[src/rtl/clkbuf_ctrl_regs.sv]
module clkbuf_ctrl_regs #(
  parameter logic [3:0] VENDOR_CODE = 4'hA,
  parameter logic [3:0] REV_CODE    = 4'h0,
  parameter logic [7:0] DEVICE_CODE = 8'hC9,
  parameter logic [4:0] BC_INIT     = 5'd7,
  parameter logic [3:0] AMP_INIT    = 4'd6
) (
  input  logic        clk,
  input  logic        rst_n,
  input  logic [7:0]  addr,
  input  logic [7:0]  wdata,
  input  logic        wr_en,
  output logic [7:0]  rdata,
  input  logic        loss_in,
  input  logic [7:0]  oe_pin_stat,
  input  logic        sb_en_stat,
  input  logic [19:0] sb_state,
  output logic [19:0] out_en,
  output logic [19:0] sb_mask,
  output logic [19:0] slew_msb,
  output logic [19:0] slew_lsb,
  output logic [15:0] slew_opt,
  output logic [3:0]  amp_code,
  output logic [4:0]  blk_count,
  output logic        auto_dis_en,
  output logic        ac_input,
  output logic        rterm_en,
  output logic        keep_cfg_pd,
  output logic        sda_timeout_en,
  output logic        loss_flag,
  output logic        wr_locked
);
  localparam int NOUT = 20;
  localparam logic [7:0] A_EN_HI  = 8'h00, A_EN_LO  = 8'h01, A_EN_MID = 8'h02;
  localparam logic [7:0] A_OEPIN  = 8'h03, A_AOD    = 8'h04;
  localparam logic [7:0] A_ID0    = 8'h05, A_ID1    = 8'h06, A_BC     = 8'h07;
  localparam logic [7:0] A_MK_LO  = 8'h08, A_MK_MID = 8'h09, A_MK_HI  = 8'h0A;
  localparam logic [7:0] A_MS_LO  = 8'h0B, A_MS_MID = 8'h0C, A_MS_HI  = 8'h0D;
  localparam logic [7:0] A_AMP    = 8'h14, A_INCFG  = 8'h15;
  localparam logic [7:0] A_SB_LO  = 8'h21, A_SB_MID = 8'h22, A_SB_HI  = 8'h23;
  localparam logic [7:0] A_PLOCK  = 8'h26, A_LKST   = 8'h27;
  localparam logic [7:0] A_OPT12  = 8'h5B, A_OPT34  = 8'h5C;
  localparam logic [7:0] A_LS_LO  = 8'h62, A_LS_MID = 8'h63, A_LS_HI  = 8'h64;

  logic [NOUT-1:0] en_r, mask_r, msb_r, lsb_r;
  logic [15:0] opt_r;
  logic [3:0]  amp_r;
  logic [4:0]  bc_r;
  logic        aod_r, ac_r, rt_r, keep_r, sto_r;
  logic        perm_lock, clr_lock, flag_r;
  logic        wr_ok, wr_lockreg, mapped;

  assign wr_locked  = perm_lock | clr_lock;
  assign wr_ok      = wr_en & ~wr_locked;
  assign wr_lockreg = wr_en & (addr == A_LKST);

  always_ff @(posedge clk or negedge rst_n) begin
    if (!rst_n) begin
      en_r  <= '1;
      mask_r <= '0;
      msb_r <= '1;
      lsb_r <= '0;
      opt_r <= '0;
      amp_r <= AMP_INIT;
      bc_r  <= BC_INIT;
      aod_r <= 1'b1;
      ac_r  <= 1'b0;
      rt_r  <= 1'b0;
      keep_r <= 1'b1;
      sto_r <= 1'b1;
    end else if (wr_ok) begin
      case (addr)
        A_EN_LO:  en_r[7:0]    <= wdata;
        A_EN_MID: en_r[15:8]   <= wdata;
        A_EN_HI:  en_r[19:16]  <= wdata[6:3];
        A_MK_LO:  mask_r[7:0]  <= wdata;
        A_MK_MID: mask_r[15:8] <= wdata;
        A_MK_HI:  mask_r[19:16] <= wdata[3:0];
        A_MS_LO:  msb_r[7:0]   <= wdata;
        A_MS_MID: msb_r[15:8]  <= wdata;
        A_MS_HI:  msb_r[19:16] <= wdata[3:0];
        A_LS_LO:  lsb_r[7:0]   <= wdata;
        A_LS_MID: lsb_r[15:8]  <= wdata;
        A_LS_HI:  lsb_r[19:16] <= wdata[3:0];
        A_OPT12:  opt_r[7:0]   <= wdata;
        A_OPT34:  opt_r[15:8]  <= wdata;
        A_AMP:    amp_r        <= wdata[7:4];
        A_BC:     bc_r         <= wdata[4:0];
        A_AOD:    aod_r        <= wdata[4];
        A_INCFG: begin
          ac_r   <= wdata[7];
          rt_r   <= wdata[6];
          keep_r <= wdata[3];
          sto_r  <= wdata[2];
        end
        default: ;
      endcase
    end
  end

  always_ff @(posedge clk or negedge rst_n) begin
    if (!rst_n) begin
      perm_lock <= 1'b0;
      clr_lock  <= 1'b0;
      flag_r    <= 1'b0;
    end else begin
      if (wr_en && addr == A_PLOCK && wdata[0]) perm_lock <= 1'b1;
      if (wr_lockreg && wdata[0]) clr_lock <= ~clr_lock;
      if (loss_in) flag_r <= 1'b1;
      else if (wr_lockreg && wdata[1]) flag_r <= 1'b0;
    end
  end

  always_comb begin
    rdata  = '0;
    mapped = 1'b1;
    case (addr)
      A_EN_HI:  rdata = {1'b0, en_r[19:16], 3'b000};
      A_EN_LO:  rdata = en_r[7:0];
      A_EN_MID: rdata = en_r[15:8];
      A_OEPIN:  rdata = oe_pin_stat;
      A_AOD:    rdata = {3'b000, aod_r, 3'b000, sb_en_stat};
      A_ID0:    rdata = {REV_CODE, VENDOR_CODE};
      A_ID1:    rdata = DEVICE_CODE;
      A_BC:     rdata = {3'b000, bc_r};
      A_MK_LO:  rdata = mask_r[7:0];
      A_MK_MID: rdata = mask_r[15:8];
      A_MK_HI:  rdata = {4'h0, mask_r[19:16]};
      A_MS_LO:  rdata = msb_r[7:0];
      A_MS_MID: rdata = msb_r[15:8];
      A_MS_HI:  rdata = {4'h0, msb_r[19:16]};
      A_AMP:    rdata = {amp_r, 4'h0};
      A_INCFG:  rdata = {ac_r, rt_r, 2'b00, keep_r, sto_r, 1'b0, ~loss_in};
      A_SB_LO:  rdata = sb_state[7:0];
      A_SB_MID: rdata = sb_state[15:8];
      A_SB_HI:  rdata = {4'h0, sb_state[19:16]};
      A_PLOCK:  rdata = {7'd0, perm_lock};
      A_LKST:   rdata = {6'd0, flag_r, clr_lock};
      A_OPT12:  rdata = opt_r[7:0];
      A_OPT34:  rdata = opt_r[15:8];
      A_LS_LO:  rdata = lsb_r[7:0];
      A_LS_MID: rdata = lsb_r[15:8];
      A_LS_HI:  rdata = {4'h0, lsb_r[19:16]};
      default:  mapped = 1'b0;
    endcase
  end

  assign out_en         = en_r;
  assign sb_mask        = mask_r;
  assign slew_msb       = msb_r;
  assign slew_lsb       = lsb_r;
  assign slew_opt       = opt_r;
  assign amp_code       = amp_r;
  assign blk_count      = bc_r;
  assign auto_dis_en    = aod_r;
  assign ac_input       = ac_r;
  assign rterm_en       = rt_r;
  assign keep_cfg_pd    = keep_r;
  assign sda_timeout_en = sto_r;
  assign loss_flag      = flag_r;

  logic [127:0] ctrl_all;
  assign ctrl_all = {en_r, mask_r, msb_r, lsb_r, opt_r, amp_r, bc_r,
                     aod_r, ac_r, rt_r, keep_r, sto_r, 10'd0};

  p_perm_hold_r6: assert property (@(posedge clk) disable iff (!rst_n)
    perm_lock |=> perm_lock);
  p_lock_block_r8: assert property (@(posedge clk) disable iff (!rst_n)
    (wr_en && wr_locked && addr != A_PLOCK && addr != A_LKST) |=> $stable(ctrl_all));
  p_unmapped_r5: assert property (@(posedge clk) disable iff (!rst_n)
    (wr_en && !mapped) |=> $stable(ctrl_all));
  p_clr_toggle_r7: assert property (@(posedge clk) disable iff (!rst_n)
    (wr_lockreg && wdata[0]) |=> (clr_lock != $past(clr_lock)));
  p_loss_set_r9: assert property (@(posedge clk) disable iff (!rst_n)
    loss_in |=> loss_flag);
  p_loss_clr_r9: assert property (@(posedge clk) disable iff (!rst_n)
    (wr_lockreg && wdata[1] && !loss_in) |=> !loss_flag);
  p_reserved_r4: assert property (@(posedge clk) disable iff (!rst_n)
    (addr == A_MK_HI || addr == A_LS_HI || addr == A_SB_HI) |-> (rdata[7:4] == 4'h0));
  p_unmapped_read_r5: assert property (@(posedge clk) disable iff (!rst_n)
    !mapped |-> (rdata == 8'h00));
endmodule

[config.mk]
export PLATFORM = sky130hd
export DESIGN_NAME = clkbuf_ctrl_regs
export DESIGN_NICKNAME = d
export VERILOG_FILES = /design/src/rtl/clkbuf_ctrl_regs.sv
export SDC_FILE = /design/constraint.sdc
export NUM_CORES = 1
export LEC_CHECK = 0
export CORE_ASPECT_RATIO = 1.2
export CORE_MARGIN = 10
export CORE_UTILIZATION = 52
export DETAILED_ROUTE_END_ITERATION = 10
export PLACE_DENSITY = 0.88
export SKIP_LAST_GASP = 1
export SLEW_MARGIN = 10
export SYNTH_ARGS = -nofsm -noshare
export SYNTH_HDL_FRONTEND = slang
export SYNTH_SLANG_ARGS = --single-unit
[constraint.sdc]
create_clock -name clk -period 6 [get_ports clk]
set_clock_uncertainty 0.15 [all_clocks]
set_input_delay 1.2 -clock clk [delete_from_list [all_inputs] [get_ports clk]]
set_output_delay 1.2 -clock clk [all_outputs]
set_load 0.01 [all_outputs]
# After elaboration in Yosys (flattened, before gate mapping)
# Index checks and enable logic that the tools add are counted.
[classes]
addsub = 0
n_mul = 0
n_div = 0
magnitude_cmp = 0
eq_ne = 25
n_shift = 0
muxes = 3
bitwise_logic = 6
reduce_logical = 24
[ops]
columns = ["op", "n"]
rows = [
  ["case mux 8 bit (26 select lines)", 1],
  ["equality test 8 x 4 -> 1 bit (second input constant)", 6],
  ["equality test 8 x 6 -> 1 bit (second input constant)", 5],
  ["equality test 8 x 7 -> 1 bit (second input constant)", 5],
  ["AND reduction 2 bit", 18],
  ["equality test 8 x 3 -> 1 bit (second input constant)", 4],
  ["equality test 8 x 2 -> 1 bit (second input constant)", 2],
  ["equality test 8 x 5 -> 1 bit (second input constant)", 2],
  ["equality test 8 x 1 -> 1 bit (second input constant)", 1],
  ["logical NOT 8 bit", 1],
  ["logical AND 1 bit", 4],
  ["inverter 1 bit", 3],
  ["bitwise AND 1 bit", 2],
  ["two-way mux 1 bit", 2],
  ["nonzero test 2 bit", 1],
  ["bitwise OR 1 bit", 1],
]
[word_totals]
register_bits = 113
latch_bits = 0
ramBits = 0
mem_bits_ro = 0
output_inout_bits = 120
elab_cells = 82
mem_count = 0

# Depth between registers and ports, before layout
[logic_depth]
ltp_word = 5
ltp_mapped = 8
mapped_depth_nobuf = 5

# Least setup slack after synthesis
# Ideal clock, no wire load.
[synth_timing]
path_kind = "input to output"
from = "input addr[7]"
to = "output rdata[0]"
arrival_ps = 2742
required_time_ps = 4650
slack_ps = 1908
path_stages = 7
path_cell_list = "buf_2 and4bb_2 and4_1 clkbuf_1 a22oi_1 o211ai_1 or4_1"
[synth_via]
elab_chain_cells = 2
word_cells_on_any_way = 27
cone_classes = "eq/ne: 25; mux: 1; reduce/logical: 1"
[synth_lines]
columns = ["item", "line_no", "rtl"]
rows = [
  ["from (decl)", "10", "input logic [7:0] addr,"],
  ["equality test 8 x 7 -> 1 bit, or another cell as far along", "117", "case (addr)"],
  ["case mux 8 bit (26 select lines) *", "117", ""],
  ["to (decl)", "13", "output logic [7:0] rdata,"],
]
# Mark *: on every way between the ends. The rest lies on a longest branch, timed or not.

# Worst setup path in the final report
[layout_timing]
from = "input addr[2]"
to = "output rdata[2]"
# The elaborated chain is that of the path after synthesis.

==> qor.txt <==
vias in the first global route: 5541
total wire length: 23400 um
Gate Count Post-Synth: 480
fmax: 0.178 GHz
worst skew pair latency: 0.42 ns
die footprint: 16000 um^2
Avg Synthesized Cell Area: 12.3 um^2
status: completed
largest net degree at the start of global routing: 59
fin crit period: 5.61 ns
Mapped Area: 5900 um^2
required time worst endpoint: 4.65 ns
Non-Filler Instances: 815
Power Density: 254 nW/um^2
vias: 5285
Syn-to-layout area delta: 41.8%
synth cell count leaders: mux2_2, dfrtp_1, dfstp_2
I/O pin count: 169
Reg2Reg Depth: 5
synthesized flop and latch total: 113
leading area contributor after synthesis: dfrtp_1
post-CTS setup buffer count: 0
Initial Util: 0.532
hold_sp: perm_lock
global placer's final weighted congestion: 0.972
max-slew violation count: 0
crit share post-route: 0.935
Critical Path Source Type: input port
Remaining DRCs: 0
I/O Buffers: 168
Max Cap Viol: 0
hold path depth: 1
Worst Tran Pin Value: 0.830 ns
number of gates resized after cts: 0
clock sinks: 113
largest fanout on the critical path: 12
LEAKAGE: 0.00347 uW
Synth cell types: 61
RSZ-0062 raised after global routing: no
drt first pass iters: 5
post-layout util: 0.755
count leader, synth: mux2_2
Fillers: 739
Die X: 117 um
Yosys warning count: 0
placed cell count: 783
CP Class: in2out
Worst Hold Path EP: perm_lock
Worst path max stage delay: 0.81 ns
Num CTS Buffers: 17
first-pass GRT wire length: 35000 um
H-tree depth: 4
Hold WC Path Type: reg2reg
hpwl dp: 16600 um
number of diodes: 0
initial antenna violation count: 0
CTS clk-pin slew, worst paths: 0.06 ns
slowest stage cell, crit path: clkdlybuf4s50_1
maximum VDD drop: 0.000151 V
clk buf depth: 2
syn nets: 529
Post-synth ARST share: 1.00
Setup violations, final: 0
root buf cell: clkbuf_16
Post-synth EDFFs: 0
internal reg-to-reg setup slack: 3.56 ns
max_slew headroom: 0.447
r2r endpoint: sb_mask[0]
Power, Total: 2130 uW
area of the core: 11100 um^2
final setup TNS: 0 ns
vias per inst: 6.48
Final Hold Viols: 0
Final ANT Viol Nets: 0
Chip Height: 137 um
Avg WL per Cell: 28.7 um
ys flop type: dfrtp_1
GRT Overall Usage: 0.294
part of the Yosys area used for sequential elements: 0.489
Placement Rows: 42
Final nets: 697
crit end category: output pin
Initial DRC Count: 596
TritonCTS clock tree: built
GRT Residual Overflow: 0
Critical Path AT: 4.26 ns
share of layout cells above drive strength 1: 0.356
cts hold-fix bufs: 0
Synth top area share: 0.276
worst r2r src: clr_lock
top post-synthesis cells by area: dfrtp_1, dfstp_2, mux2_2, a22oi_1, mux2_4
crit-path cells: clkdlybuf4s50_1, buf_4, nor4b_2, buf_4, a222oi_1, a31oi_1, a2111o_1, clkdlybuf4s50_1
[area by class of cell]
class,instances,area (um^2),area share
clock buffer,20,447,0.0534
timing repair buffer,189,1850,0.221
multi-input combinational,324,2850,0.340
inverter,3,11.3,0.00135
sequential,113,2890,0.345
tap,154,193,0.0230
clock inverter,12,134,0.0160
[placed cells by master, fill, tap and decap left out, types with 3 or more instances in the layout]
| cell type | count |
|---|---|
| or3_1 | 3 |
| nor3_4 | 3 |
| o211ai_1 | 4 |
| a221oi_1 | 7 |
| nor2_1 | 14 |
| nand4_1 | 7 |
| nand2_2 | 5 |
| clkdlybuf4s50_1 | 167 |
| a222oi_1 | 7 |
| nor4b_1 | 5 |
| dfrtp_1 | 65 |
| nand2_1 | 19 |
| and2_1 | 4 |
| nand3_1 | 10 |
| nor3_1 | 3 |
| nor4_1 | 3 |
| dfstp_2 | 48 |
| nor2b_1 | 10 |
| a22oi_1 | 16 |
| mux2i_1 | 9 |
| a32oi_1 | 4 |
| mux2_2 | 108 |
| o21ai_0 | 10 |
| buf_4 | 21 |
| inv_1 | 3 |
| clkinvlp_4 | 5 |
| a21oi_1 | 3 |
| nand2b_1 | 7 |
| clkbuf_16 | 17 |
| a22o_1 | 9 |
| a32o_1 | 5 |
| o22ai_1 | 4 |
| mux2_4 | 8 |
[worst max-delay path by stage]
stage / start / endpoint / slack (ns) / cells past startpoint
after floorplan: addr[7] / rdata[0] / 1.91 / 7
after global placement: addr[0] / rdata[2] / 0.48 / 7
after detailed placement: addr[0] / rdata[2] / 0.53 / 7
after CTS: addr[2] / rdata[2] / 0.49 / 8
after global routing: addr[2] / rdata[2] / 0.24 / 8
final: addr[2] / rdata[2] / 0.39 / 8
[where the power goes]
group          total (uW)  switching [uW]  internal (uW)
logic                 278             135            143
registers             849            37.2            812
clock network        1000             378            622
[per-layer routing]
layer	wire length, um	part of all wire	GRT usage
met1	8510	0.36	0.346
met2	11700	0.50	0.486
met3	2350	0.10	0.0837
met4	890	0.038	0.135
met5	0	0	0
[flip-flops by register name (all words and copies together) (netlist names), 4 cells and up]
signal     count
blk_count      5
sb_mask       20
amp_code       4
slew_msb      20
slew_opt      16
out_en        20
slew_lsb      20
[critical path, delay by kind of cell]
family / cells / cell delay [ns]
AOI/OAI and AO/OA: 3 / 1.17
buffers and inverters: 4 / 1.80
and+or+nand+nor: 1 / 0.08
[logic make-up (layout without fill, tap and decap cells)]
kind of cell    count (synthesis)  after routing  synth area share
compound gates                 83             83             0.111
xor+xnor                        1              1           0.00148
buf+inv                        43            224            0.0326
flops                         113            113             0.489
mux                           125            125             0.242
simple gates                  115            115             0.124
[stage by stage]
step / hold slack, ns / instance area (um^2) / setup WS [ns]
after CTS: 0.355 / 8370 / 0.493
final: 0.367 / 8370 / 0.390
after detailed placement: 0.334 / 7790 / 0.530
after global placement: 0.315 / 7790 / 0.478
after global routing: 0.366 / 8370 / 0.236
after floorplan: 0.300 / 5900 / 1.91
No activity file was read; power rests on OpenSTA's default activity.
